$ cat config.mk
export PLATFORM = sky130hd
export DESIGN_NAME = uart9_core
export DESIGN_NICKNAME = d
export VERILOG_FILES = /design/src/rtl/uart9_pkg.sv /design/src/rtl/uart9_tx.sv /design/src/rtl/uart9_rx.sv /design/src/rtl/uart9_core.sv
export SDC_FILE = /design/constraint.sdc
export NUM_CORES = 1
export LEC_CHECK = 0
export BUFFER_PORTS_ARGS = -buffer_cell sky130_fd_sc_hd__buf_2
export CORE_MARGIN = 4
export CORE_UTILIZATION = 55
export CTS_CLUSTER_SIZE = 12
export DETAILED_ROUTE_END_ITERATION = 8
export PLACE_DENSITY = 0.79
export SYNTH_ARGS = -nofsm -noshare
export SYNTH_HDL_FRONTEND = slang
export SYNTH_HIERARCHICAL = 1
export SYNTH_SLANG_ARGS = --single-unit
$ cat constraint.sdc
create_clock -name clk_i -period 2.74 [get_ports clk_i]
set_clock_uncertainty 0.2 [all_clocks]
set_input_delay 0.137 -clock clk_i [delete_from_list [all_inputs] [get_ports clk_i]]
set_output_delay 0.137 -clock clk_i [all_outputs]
set_load 0.05 [all_outputs]
$ cat src/rtl/uart9_pkg.sv
package uart9_pkg;
  function automatic logic maj3(input logic a, input logic b, input logic c);
    return (a & b) | (a & c) | (b & c);
  endfunction
endpackage

$ cat src/rtl/uart9_tx.sv
module uart9_tx #(
  parameter int DATA_W = 8,
  parameter int OVS    = 16
) (
  input  logic              clk_i,
  input  logic              rst_ni,
  input  logic              tick_i,
  input  logic              nine_i,
  input  logic              load_i,
  input  logic [DATA_W-1:0] data_i,
  input  logic              bit9_i,
  output logic              txd_o,
  output logic              busy_o,
  output logic              stop_start_o
);
  localparam int CNT_W = $clog2(OVS);
  localparam int IDX_W = $clog2(DATA_W + 3);
  localparam logic [CNT_W-1:0] CNT_LAST = CNT_W'(OVS - 1);

  logic [DATA_W+1:0] frame_q;
  logic [CNT_W-1:0]  cnt_q;
  logic [IDX_W-1:0]  idx_q, last_q, idx_nxt;
  logic              txd_q, busy_q, bound;

  assign idx_nxt = idx_q + 1'b1;
  assign bound   = busy_q & tick_i & (cnt_q == CNT_LAST);
  assign stop_start_o = bound & (idx_nxt == last_q);
  assign txd_o  = txd_q;
  assign busy_o = busy_q;

  always_ff @(posedge clk_i or negedge rst_ni) begin
    if (!rst_ni) begin
      frame_q <= '1;
      cnt_q   <= '0;
      idx_q   <= '0;
      last_q  <= '0;
      txd_q   <= 1'b1;
      busy_q  <= 1'b0;
    end else if (!busy_q) begin
      if (load_i) begin
        frame_q <= {1'b1, (nine_i ? bit9_i : 1'b1), data_i};
        last_q  <= nine_i ? IDX_W'(DATA_W + 2) : IDX_W'(DATA_W + 1);
        cnt_q   <= '0;
        idx_q   <= '0;
        txd_q   <= 1'b0;
        busy_q  <= 1'b1;
      end
    end else if (tick_i) begin
      cnt_q <= cnt_q + 1'b1;
      if (cnt_q == CNT_LAST) begin
        if (idx_q == last_q) begin
          busy_q <= 1'b0;
          txd_q  <= 1'b1;
        end else begin
          idx_q   <= idx_nxt;
          txd_q   <= frame_q[0];
          frame_q <= {1'b1, frame_q[DATA_W+1:1]};
        end
      end
    end
  end
endmodule

$ cat src/rtl/uart9_rx.sv
module uart9_rx
  import uart9_pkg::*;
#(
  parameter int DATA_W = 8,
  parameter int OVS    = 16,
  parameter int SYNC   = 2
) (
  input  logic              clk_i,
  input  logic              rst_ni,
  input  logic              tick_i,
  input  logic              en_i,
  input  logic              nine_i,
  input  logic              rxd_i,
  output logic              done_o,
  output logic              stop_ok_o,
  output logic              nine_frame_o,
  output logic [DATA_W-1:0] data_o,
  output logic              ninth_o
);
  localparam int CNT_W = $clog2(OVS);
  localparam int IDX_W = $clog2(DATA_W + 3);
  localparam int MID   = OVS / 2;
  localparam logic [CNT_W-1:0] C_S0   = CNT_W'(MID - 2);
  localparam logic [CNT_W-1:0] C_S1   = CNT_W'(MID - 1);
  localparam logic [CNT_W-1:0] C_MID  = CNT_W'(MID);
  localparam logic [CNT_W-1:0] C_LAST = CNT_W'(OVS - 1);

  logic [SYNC-1:0]   sync_q;
  logic              rx_s, s_a_q, s_b_q, bit_v, active_q, nine_q, ninth_q;
  logic [CNT_W-1:0]  cnt_q;
  logic [IDX_W-1:0]  idx_q, last_idx;
  logic [DATA_W-1:0] sh_q;

  always_ff @(posedge clk_i or negedge rst_ni) begin
    if (!rst_ni) sync_q <= '1;
    else         sync_q <= {sync_q[SYNC-2:0], rxd_i};
  end
  assign rx_s = sync_q[SYNC-1];

  assign bit_v    = maj3(s_a_q, s_b_q, rx_s);
  assign last_idx = nine_q ? IDX_W'(DATA_W + 2) : IDX_W'(DATA_W + 1);
  assign done_o   = active_q & tick_i & (cnt_q == C_MID) & (idx_q == last_idx);
  assign stop_ok_o    = bit_v;
  assign nine_frame_o = nine_q;
  assign data_o       = sh_q;
  assign ninth_o      = nine_q ? ninth_q : bit_v;

  always_ff @(posedge clk_i or negedge rst_ni) begin
    if (!rst_ni) begin
      active_q <= 1'b0;
      cnt_q    <= '0;
      idx_q    <= '0;
      s_a_q    <= 1'b1;
      s_b_q    <= 1'b1;
      nine_q   <= 1'b0;
      ninth_q  <= 1'b0;
      sh_q     <= '0;
    end else if (!en_i) begin
      active_q <= 1'b0;
    end else if (!active_q) begin
      if (tick_i && !rx_s) begin
        active_q <= 1'b1;
        cnt_q    <= '0;
        idx_q    <= '0;
        nine_q   <= nine_i;
      end
    end else if (tick_i) begin
      cnt_q <= cnt_q + 1'b1;
      if (cnt_q == C_S0) s_a_q <= rx_s;
      if (cnt_q == C_S1) s_b_q <= rx_s;
      if (cnt_q == C_MID) begin
        if (idx_q == '0) begin
          if (bit_v) active_q <= 1'b0;  // false start
        end else if (idx_q <= IDX_W'(DATA_W)) begin
          sh_q <= {bit_v, sh_q[DATA_W-1:1]};
        end else if (nine_q && idx_q == IDX_W'(DATA_W + 1)) begin
          ninth_q <= bit_v;
        end
        if (idx_q == last_idx) active_q <= 1'b0;
      end
      if (cnt_q == C_LAST) idx_q <= idx_q + 1'b1;
    end
  end
endmodule

$ cat src/rtl/uart9_core.sv
module uart9_core #(
  parameter int DATA_W = 8,
  parameter int OVS    = 16,
  parameter int SYNC   = 2
) (
  input  logic              clk_i,
  input  logic              rst_ni,
  input  logic              baud_tick_i,
  input  logic [1:0]        mode_i,
  input  logic              filter_en_i,
  input  logic              fe_sel_i,
  input  logic              tx_load_i,
  input  logic [DATA_W-1:0] tx_data_i,
  input  logic              tx_bit9_i,
  output logic              txd_o,
  output logic              tx_busy_o,
  input  logic              rx_en_i,
  input  logic              rxd_i,
  output logic [DATA_W-1:0] rx_data_o,
  output logic              rx_bit9_o,
  output logic              tx_flag_o,
  output logic              rx_flag_o,
  output logic              fe_flag_o,
  output logic              ctrl_top_o,
  input  logic              tx_flag_clr_i,
  input  logic              rx_flag_clr_i,
  input  logic              fe_flag_clr_i
);
  logic              tx_stop, rx_done, rx_stop_ok, rx_nine, rx_ninth, accept;
  logic [DATA_W-1:0] rx_byte;

  uart9_tx #(.DATA_W(DATA_W), .OVS(OVS)) u_tx (
    .clk_i, .rst_ni, .tick_i(baud_tick_i), .nine_i(mode_i[1]),
    .load_i(tx_load_i), .data_i(tx_data_i), .bit9_i(tx_bit9_i),
    .txd_o, .busy_o(tx_busy_o), .stop_start_o(tx_stop)
  );

  uart9_rx #(.DATA_W(DATA_W), .OVS(OVS), .SYNC(SYNC)) u_rx (
    .clk_i, .rst_ni, .tick_i(baud_tick_i), .en_i(rx_en_i), .nine_i(mode_i[1]),
    .rxd_i, .done_o(rx_done), .stop_ok_o(rx_stop_ok), .nine_frame_o(rx_nine),
    .data_o(rx_byte), .ninth_o(rx_ninth)
  );

  // filter: long frames need an address bit, short frames a good stop bit
  assign accept = rx_done & (!filter_en_i | (rx_nine ? rx_ninth : rx_stop_ok));

  always_ff @(posedge clk_i or negedge rst_ni) begin
    if (!rst_ni) begin
      tx_flag_o <= 1'b0;
      rx_flag_o <= 1'b0;
      fe_flag_o <= 1'b0;
      rx_data_o <= '0;
      rx_bit9_o <= 1'b0;
    end else begin
      if (tx_stop)            tx_flag_o <= 1'b1;
      else if (tx_flag_clr_i) tx_flag_o <= 1'b0;
      if (accept)             rx_flag_o <= 1'b1;
      else if (rx_flag_clr_i) rx_flag_o <= 1'b0;
      if (rx_done && !rx_stop_ok) fe_flag_o <= 1'b1;
      else if (fe_flag_clr_i)     fe_flag_o <= 1'b0;
      if (accept) begin
        rx_data_o <= rx_byte;
        rx_bit9_o <= rx_ninth;
      end
    end
  end

  assign ctrl_top_o = fe_sel_i ? fe_flag_o : mode_i[1];
endmodule

==> impl_summary.txt, run 1 <==
----------------------------------------------------
[Synth]
  Number of warnings issued by yosys ... 6
  Post-synthesis cell type with the largest combined area ... sky130_fd_sc_hd__dfrtp_1
  Average cell area after synthesis ... 12.6 um2
  Number of instances in the synthesized netlist ... 225
  Most common cell in the netlist ... sky130_fd_sc_hd__dfrtp_1
  Cell Area, Synth ... 2840 um2
  Flip-flop and latch count after synthesis ... 57
  Post-synthesis async set-or-reset flop share ... 100%
  Number of synthesized flops with an enable pin ... 0
  Area share of the largest cell type after synthesis ... 37.9%
  Portion of the post-synthesis area used by sequential elements ... 50.9%
  Number of distinct library cells after synthesis ... 43
  Main area contributors after synthesis ... sky130_fd_sc_hd__dfrtp_1 (38%), sky130_fd_sc_hd__dfstp_2 (13%), sky130_fd_sc_hd__mux2_2 (11%)
  Synth Net Count ... 255
  Most common library cells after synthesis ... sky130_fd_sc_hd__dfrtp_1 (43), sky130_fd_sc_hd__mux2_2 (27), sky130_fd_sc_hd__nand2_1 (19), sky130_fd_sc_hd__mux2_4 (16), sky130_fd_sc_hd__dfstp_2 (14)
  Post-synth top flop ... sky130_fd_sc_hd__dfrtp_1

[Routing]
  Number of antenna-violating nets in the routed design ... 0
  Wirelength per Cell ... 14.8 um
  Post-detailed-route DRC marker count ... 0
  Detail-routed via count per cell ... 5.27
  Via count ... 1880
  Count of TritonRoute iterations in the first routing pass ... 4
  Drt total wl ... 5290 um
  Iter 0 DRT Violations ... 110

[Setup path]
  Crit path kind ... reg2reg
  Buf+Inv Stages, Crit Path ... 1
  Largest stage delay on the critical path ... 0.81 ns
  Depth of the critical timing path with buffers and inverters included ... 5
  Required time reported for the critical path endpoint ... 2.75 ns
  Crit start category ... flop
  Arrival time of the worst setup path ... 2.37 ns
  Cell at the slowest stage of the critical path ... sky130_fd_sc_hd__or4b_1
  Critical Path End Type ... flop
  Number of cells traversed by the worst register-to-register path ... 5
  Cell type group with the largest total delay on the critical path ... simple AND/OR/NAND/NOR gates
  CP cell instances ... inv_1 > ha_1 > nand4b_4 > or4b_1 > mux2_4
  CP max FO ... 8

[Clock network]
  Total CTS buffers ... 9
  Setup Fix Bufs, Post-CTS ... 0
  Number of H-tree branching levels ... 3
  TritonCTS clock tree ... yes
  Sink Count ... 57
  Clock Tree Root ... sky130_fd_sc_hd__clkbuf_8
  Clk Latency, worst-skew pair ... 0.33 ns
  Clock-pin slew on the worst setup and hold paths ... 0.07 ns
  Maximum clock insertion buffer count ... 2

[Cells and area]
  Diodes inserted ... 0
  Area added between synthesis and finish ... 21.3%
  Total Nets Final ... 315
  Non-Filler Cell Area, Final ... 3440 um2
  Layout cell share with drive strength beyond 1 ... 40.3%

[STA]
  Number of endpoints failing setup at the final stage ... 0
  Total Neg Setup Slack ... 0 ns
  Final count of pins violating max slew ... 0
  Max frequency ... 424 MHz
  Setup repair after global routing missed its margin ... false
  Remaining max-slew budget at the tightest pin ... 46.9%
  Number of endpoints with negative hold slack in the final report ... 0
  Final period utilization ... 86.1%
  Final critical delay including setup and external delays ... 2.36 ns
  Slew at the pin closest to its max-slew limit ... 0.796 ns

[Global routing]
  First-pass GRT wire length ... 9100 um
  Number of antenna violations at the first check in global routing ... 0
  Global Route Usage Sum ... 18.7%
  Vias in the first global route ... 1953
  Overall overflow remaining after global route ... 0
  Largest net degree at the start of global routing ... 58

[Floorplanning]
  Width of the die ... 79.8 um
  Core Rows ... 25
  Die Footprint ... 6370 um2
  Starting density of the core ... 58.5%
  I/O pin count ... 37
  Core ar. ... 4850 um2
  Chip height ... 79.8 um

[Placed design]
  Port Buffers ... 35
  Gp weighted congestion ... 0.788
  Half-perimeter wire length after detailed placement ... 3470 um
  Cell area after placement ... 3080 um2

[Pwr]
  Pwr/cell area ... 754 nW/um2
  Leakage component of the power ... 1.66 nW
  Peak supply drop ... 0.578 mV

[Worst hold path]
  Worst hold path cell count ... 3
  Min-Delay Path Class ... in2reg

[Flow run]
  Max-capacitance violation count ... 0

[Status]
  Outcome ... finished clean

----------------------------------------------------
[where the power goes]
group	switching, mW	internal, mW	leakage (nW)
logic	0.286	0.350	0.849
clock network	0.327	0.441	0.0953
registers	0.145	1.05	0.713
total	0.757	1.84	1.66
[sequential cells by signal (all words and copies together), names as in the netlist]
register           flops
u_tx/frame_q           9
rx_data_o              8
u_rx/data_o            8
u_rx/cnt_q             4
u_rx/idx_q             4
u_tx/cnt_q             4
u_tx/idx_q             4
u_tx/last_q            3
u_rx/sync_q            2
fe_flag_o              1
rx_bit9_o              1
rx_flag_o              1
tx_flag_o              1
u_rx/active_q          1
u_rx/nine_frame_o      1
u_rx/ninth_q           1
u_rx/s_a_q             1
u_rx/s_b_q             1
u_tx/busy_o            1
u_tx/txd_o             1
[cell families after synthesis]
| kind of cell | share of synthesized area [%] |
|---|---|
| and+or+nand+nor | 11.7 |
| adders and majority gates | 3.88 |
| DFF | 50.9 |
| AOI/OAI and AO/OA | 7.23 |
| xor gates and xnor gates | 2.78 |
| muxes | 20.6 |
| buffers and inverters | 2.95 |
[worst reg2reg max path: stages (launching register included)]
cell,delay (ns)
sky130_fd_sc_hd__dfrtp_1,0.42
sky130_fd_sc_hd__inv_1,0.10
sky130_fd_sc_hd__ha_1,0.20
sky130_fd_sc_hd__nand4b_4,0.13
sky130_fd_sc_hd__or4b_1,0.81
sky130_fd_sc_hd__mux2_4,0.40
[layout by cell type, fill, tap and decap left out, types with 4 or more instances in the layout]
cell type	netlist	layout
sky130_fd_sc_hd__dfrtp_1	43	43
sky130_fd_sc_hd__mux2_4	16	16
sky130_fd_sc_hd__inv_1	13	13
sky130_fd_sc_hd__xnor2_1	5	5
sky130_fd_sc_hd__mux2_2	27	27
sky130_fd_sc_hd__clkbuf_8	0	10
sky130_fd_sc_hd__xor2_1	4	4
sky130_fd_sc_hd__dlygate4sd3_1	0	17
sky130_fd_sc_hd__o21ai_0	11	11
sky130_fd_sc_hd__dfstp_2	14	14
sky130_fd_sc_hd__a21oi_1	5	5
sky130_fd_sc_hd__mux2i_1	4	4
sky130_fd_sc_hd__ha_1	8	8
sky130_fd_sc_hd__buf_2	1	35
sky130_fd_sc_hd__a22o_1	4	4
sky130_fd_sc_hd__nand3_1	8	8
sky130_fd_sc_hd__nand2_1	19	19
sky130_fd_sc_hd__nor3_1	7	7
[final cells by class]
class / instances / area (um2)
well taps: 67 / 83.8
flip-flops and latches: 57 / 1440
fillers: 339 / 1410
repair buffers: 54 / 360
clock buffers: 11 / 141
clock inverters: 5 / 55.1
inverters: 13 / 48.8
multi-input cells: 150 / 1310
[worst paths after layout]
check,start,endpoint,slack (ns)
min in group asynchronous,rst_ni,u_tx/idx_q[0],0.29
worst max register to register,u_rx/cnt_q[0],u_rx/data_o[5],0.38
worst min register to register,u_rx/sync_q[0],u_rx/sync_q[1],0.16
worst max-delay path,u_rx/cnt_q[0],u_rx/data_o[5],0.38
max in group asynchronous,rst_ni,u_rx/idx_q[0],1.58
worst min-delay path,filter_en_i,rx_flag_o,0.03
[layer usage]
metal | vias to the layer above | global-route usage, % | share of wire (%)
met5 | - | 0 | 0
met4 | 0 | 7.09 | 0.68
met3 | 5 | 6.21 | 4.3
met2 | 39 | 29.9 | 50
met1 | 913 | 23.5 | 45
li1 | 923 | - | -
[stage by stage]
step | utilization [%] | total power [mW] | setup slack, ns | hold slack [ns] | std cells
2_1_floorplan | - | 1.68 | 0.661 | -0.359 | 225
3_3_place_gp | 63.5 | 1.79 | 0.438 | 0.0436 | 324
3_5_place_dp | 63.5 | 1.81 | 0.387 | 0.0439 | 324
4_1_cts | 71.0 | 2.61 | 0.382 | 0.0175 | 357
5_1_grt | 71.0 | 2.75 | 0.275 | 0.0239 | 357
6_report | 71.0 | 2.60 | 0.380 | 0.0314 | 357
[timing repair]
action                     CTS  global route
resized for setup            0             0
setup endpoints to repair    0             0
hold endpoints to repair    64             0
hold buffers                17             0
(Power assumes the default switching activity.)
==> inputs of run 2 (changes only) <==
--- a/config.mk
+++ b/config.mk
@@ -7,10 +7,11 @@
 export LEC_CHECK = 0
 export BUFFER_PORTS_ARGS = -buffer_cell sky130_fd_sc_hd__buf_2
 export CORE_MARGIN = 4
-export CORE_UTILIZATION = 55
+export CORE_UTILIZATION = 52
+export CTS_BUF_LIST = sky130_fd_sc_hd__clkbuf_4
 export CTS_CLUSTER_SIZE = 12
 export DETAILED_ROUTE_END_ITERATION = 8
-export PLACE_DENSITY = 0.79
+export PLACE_DENSITY = 0.76
 export SYNTH_ARGS = -nofsm -noshare
 export SYNTH_HDL_FRONTEND = slang
 export SYNTH_HIERARCHICAL = 1
==> run 2 against run 1 <==
Compared with the run above: total power is 7.8% higher; sequential share of layout area down 0.88 points; wire length increased by 0.13%; worst hold slack gained 0.0090 ns; largest cell class unchanged.
==> impl_summary.txt, run 2 (synthesized netlist as in run 1, its figures left out) <==
----------------------------------------------------
[Cells and area]
  Layout cell share with drive strength beyond 1 ... 40.1%
  Diodes inserted ... 0
  Non-Filler Cell Area, Final ... 3520 um2
  Area added between synthesis and finish ... 23.9%
  Leading cell type in the layout, fill and taps excluded ... sky130_fd_sc_hd__dfrtp_1
  Post-Layout Cell Count ... 364
  Most frequent cells in the layout ... sky130_fd_sc_hd__dfrtp_1 (43), sky130_fd_sc_hd__buf_2 (35), sky130_fd_sc_hd__mux2_2 (27), sky130_fd_sc_hd__dlygate4sd3_1 (20), sky130_fd_sc_hd__nand2_1 (19)
  Flip-flop count of the largest register, all copies and words added ... 9
  Filler Cell Count ... 401
  Total Nets Final ... 319
  Register bank with the most flops ... u_tx/frame_q

[STA]
  Max frequency ... 384 MHz
  Final period utilization ... 95.1%
  Final count of pins violating max slew ... 0
  Final critical delay including setup and external delays ... 2.61 ns
  Total Neg Setup Slack ... 0 ns
  Number of endpoints with negative hold slack in the final report ... 0
  Slew at the pin closest to its max-slew limit ... 0.794 ns
  Setup repair after global routing missed its margin ... false
  Remaining max-slew budget at the tightest pin ... 47.1%
  Number of endpoints failing setup at the final stage ... 0

[Clock network]
  Number of cells upsized or downsized after cts ... 0
  Total CTS buffers ... 9
  Hold buffer count at CTS ... 20
  Sink Count ... 57
  Setup Fix Bufs, Post-CTS ... 0
  Number of H-tree branching levels ... 3
  Clock Tree Root ... sky130_fd_sc_hd__clkbuf_4
  Clk Latency, worst-skew pair ... 0.40 ns
  TritonCTS clock tree ... yes
  Clock-pin slew on the worst setup and hold paths ... 0.10 ns
  Maximum clock insertion buffer count ... 2

[Placed design]
  Number of placed instances with taps included ... 328
  Half-perimeter wire length after detailed placement ... 3590 um
  Gp weighted congestion ... 0.863
  Cell area after placement ... 3090 um2
  Port Buffers ... 35

[Pwr]
  Peak supply drop ... 0.543 mV
  Pwr/cell area ... 796 nW/um2
  Cell-internal power ... 2.06 mW
  Register share of total power ... 42.4%
  Share of total power consumed by net switching ... 26.3%
  Logic pwr share ... 23.2%
  Net switching power figure ... 0.736 mW
  Clock share of power ... 34.4%
  Leakage component of the power ... 1.70 nW

[Global routing]
  First-pass GRT wire length ... 8850 um
  Number of antenna violations at the first check in global routing ... 0
  Layer carrying the most global-route usage ... met2
  Met1 track utilization from global routing ... 22.9%
  Vias in the first global route ... 1933
  Routing usage on met2 ... 27.1%
  Largest net degree at the start of global routing ... 28
  Met3 Track Usage GR ... 5.48%
  Global Route Usage Sum ... 17.8%
  Overall overflow remaining after global route ... 0

[Setup path]
  Launching point of the worst reg2reg path ... u_rx/sync_q[1]
  Worst setup endpoint ... rx_flag_o
  CP max FO ... 10
  Number of cells traversed by the worst register-to-register path ... 6
  Critical path startpoint ... u_rx/sync_q[1]
  Crit path kind ... reg2reg
  Required time reported for the critical path endpoint ... 2.83 ns
  Critical Path End Type ... flop
  Crit start category ... flop
  Worst reg2reg endpoint ... rx_flag_o
  Arrival time of the worst setup path ... 2.70 ns
  Setup slack of the most critical reg-to-reg path ... 0.13 ns

[Floorplanning]
  Core Rows ... 26
  Starting density of the core ... 54.5%
  Width of the die ... 81.9 um
  I/O pin count ... 37
  Chip height ... 81.9 um
  Die Footprint ... 6700 um2
  Core ar. ... 5200 um2

[Flow run]
  Max-capacitance violation count ... 0

[Status]
  Outcome ... finished clean

[Routing]
  Iter 0 DRT Violations ... 74
  Via count ... 1895
  Wirelength per Cell ... 14.6 um
  Drt total wl ... 5300 um
  Number of antenna-violating nets in the routed design ... 0
  Count of TritonRoute iterations in the first routing pass ... 4
  Detail-routed via count per cell ... 5.21
  Post-detailed-route DRC marker count ... 0

[Worst hold path]
  Min-Delay Path Class ... in2reg
  Worst hold path cell count ... 3

----------------------------------------------------
## run 2: layout make-up
type	count	area (um2)	area share, %
sequential	57	1440	41.1
multi-input combinational	150	1310	37.2
timing repair buffer	58	398	11.3
clock inverter	6	154	4.38
tap	70	87.6	2.49
clock buffer	10	75.1	2.13
inverter	13	48.8	1.39
## run 2: stage by stage
stage | total power, mW | utilization [%] | hold WS (ns) | setup slack (ns)
2_1_floorplan | 1.68 | - | -0.359 | 0.661
3_3_place_gp | 1.79 | 59.3 | -0.00956 | 0.426
3_5_place_dp | 1.82 | 59.3 | -0.00505 | 0.372
4_1_cts | 2.82 | 67.6 | 0.0103 | 0.115
5_1_grt | 2.96 | 67.6 | 0.0204 | 0.0429
6_report | 2.80 | 67.6 | 0.0404 | 0.133
## run 2: critical path, stage by stage, from the launching register on
cell,delay (ns)
sky130_fd_sc_hd__dfstp_2,0.41
sky130_fd_sc_hd__maj3_1,0.44
sky130_fd_sc_hd__mux2_2,0.31
sky130_fd_sc_hd__mux2i_1,0.24
sky130_fd_sc_hd__a21oi_4,0.16
sky130_fd_sc_hd__a21o_2,0.21
sky130_fd_sc_hd__dlygate4sd3_1,0.54
## run 2: worst min path at each step
stage,from,end
floorplan,rst_ni,fe_flag_o
global placement,rst_ni,u_tx/cnt_q[3]
detailed placement,rst_ni,u_tx/cnt_q[3]
CTS,baud_tick_i,u_rx/cnt_q[0]
global route,baud_tick_i,u_rx/cnt_q[0]
finish,baud_tick_i,u_tx/cnt_q[1]
## run 2: power by group through the flow
stage / Combinational [mW] / Sequential, mW / Clock (mW)
2_1_floorplan: 0.482 / 1.20 / 0
3_3_place_gp: 0.595 / 1.19 / 0
3_5_place_dp: 0.619 / 1.20 / 0
4_1_cts: 0.656 / 1.19 / 0.982
5_1_grt: 0.724 / 1.21 / 1.03
6_report: 0.649 / 1.19 / 0.962
## run 2: per-layer routing
layer  wire [um]  vias to the layer above
li1            -                      930
met3         238                       10
met4          87                        0
met1        2480                      918
met5           0                        -
met2        2490                       37
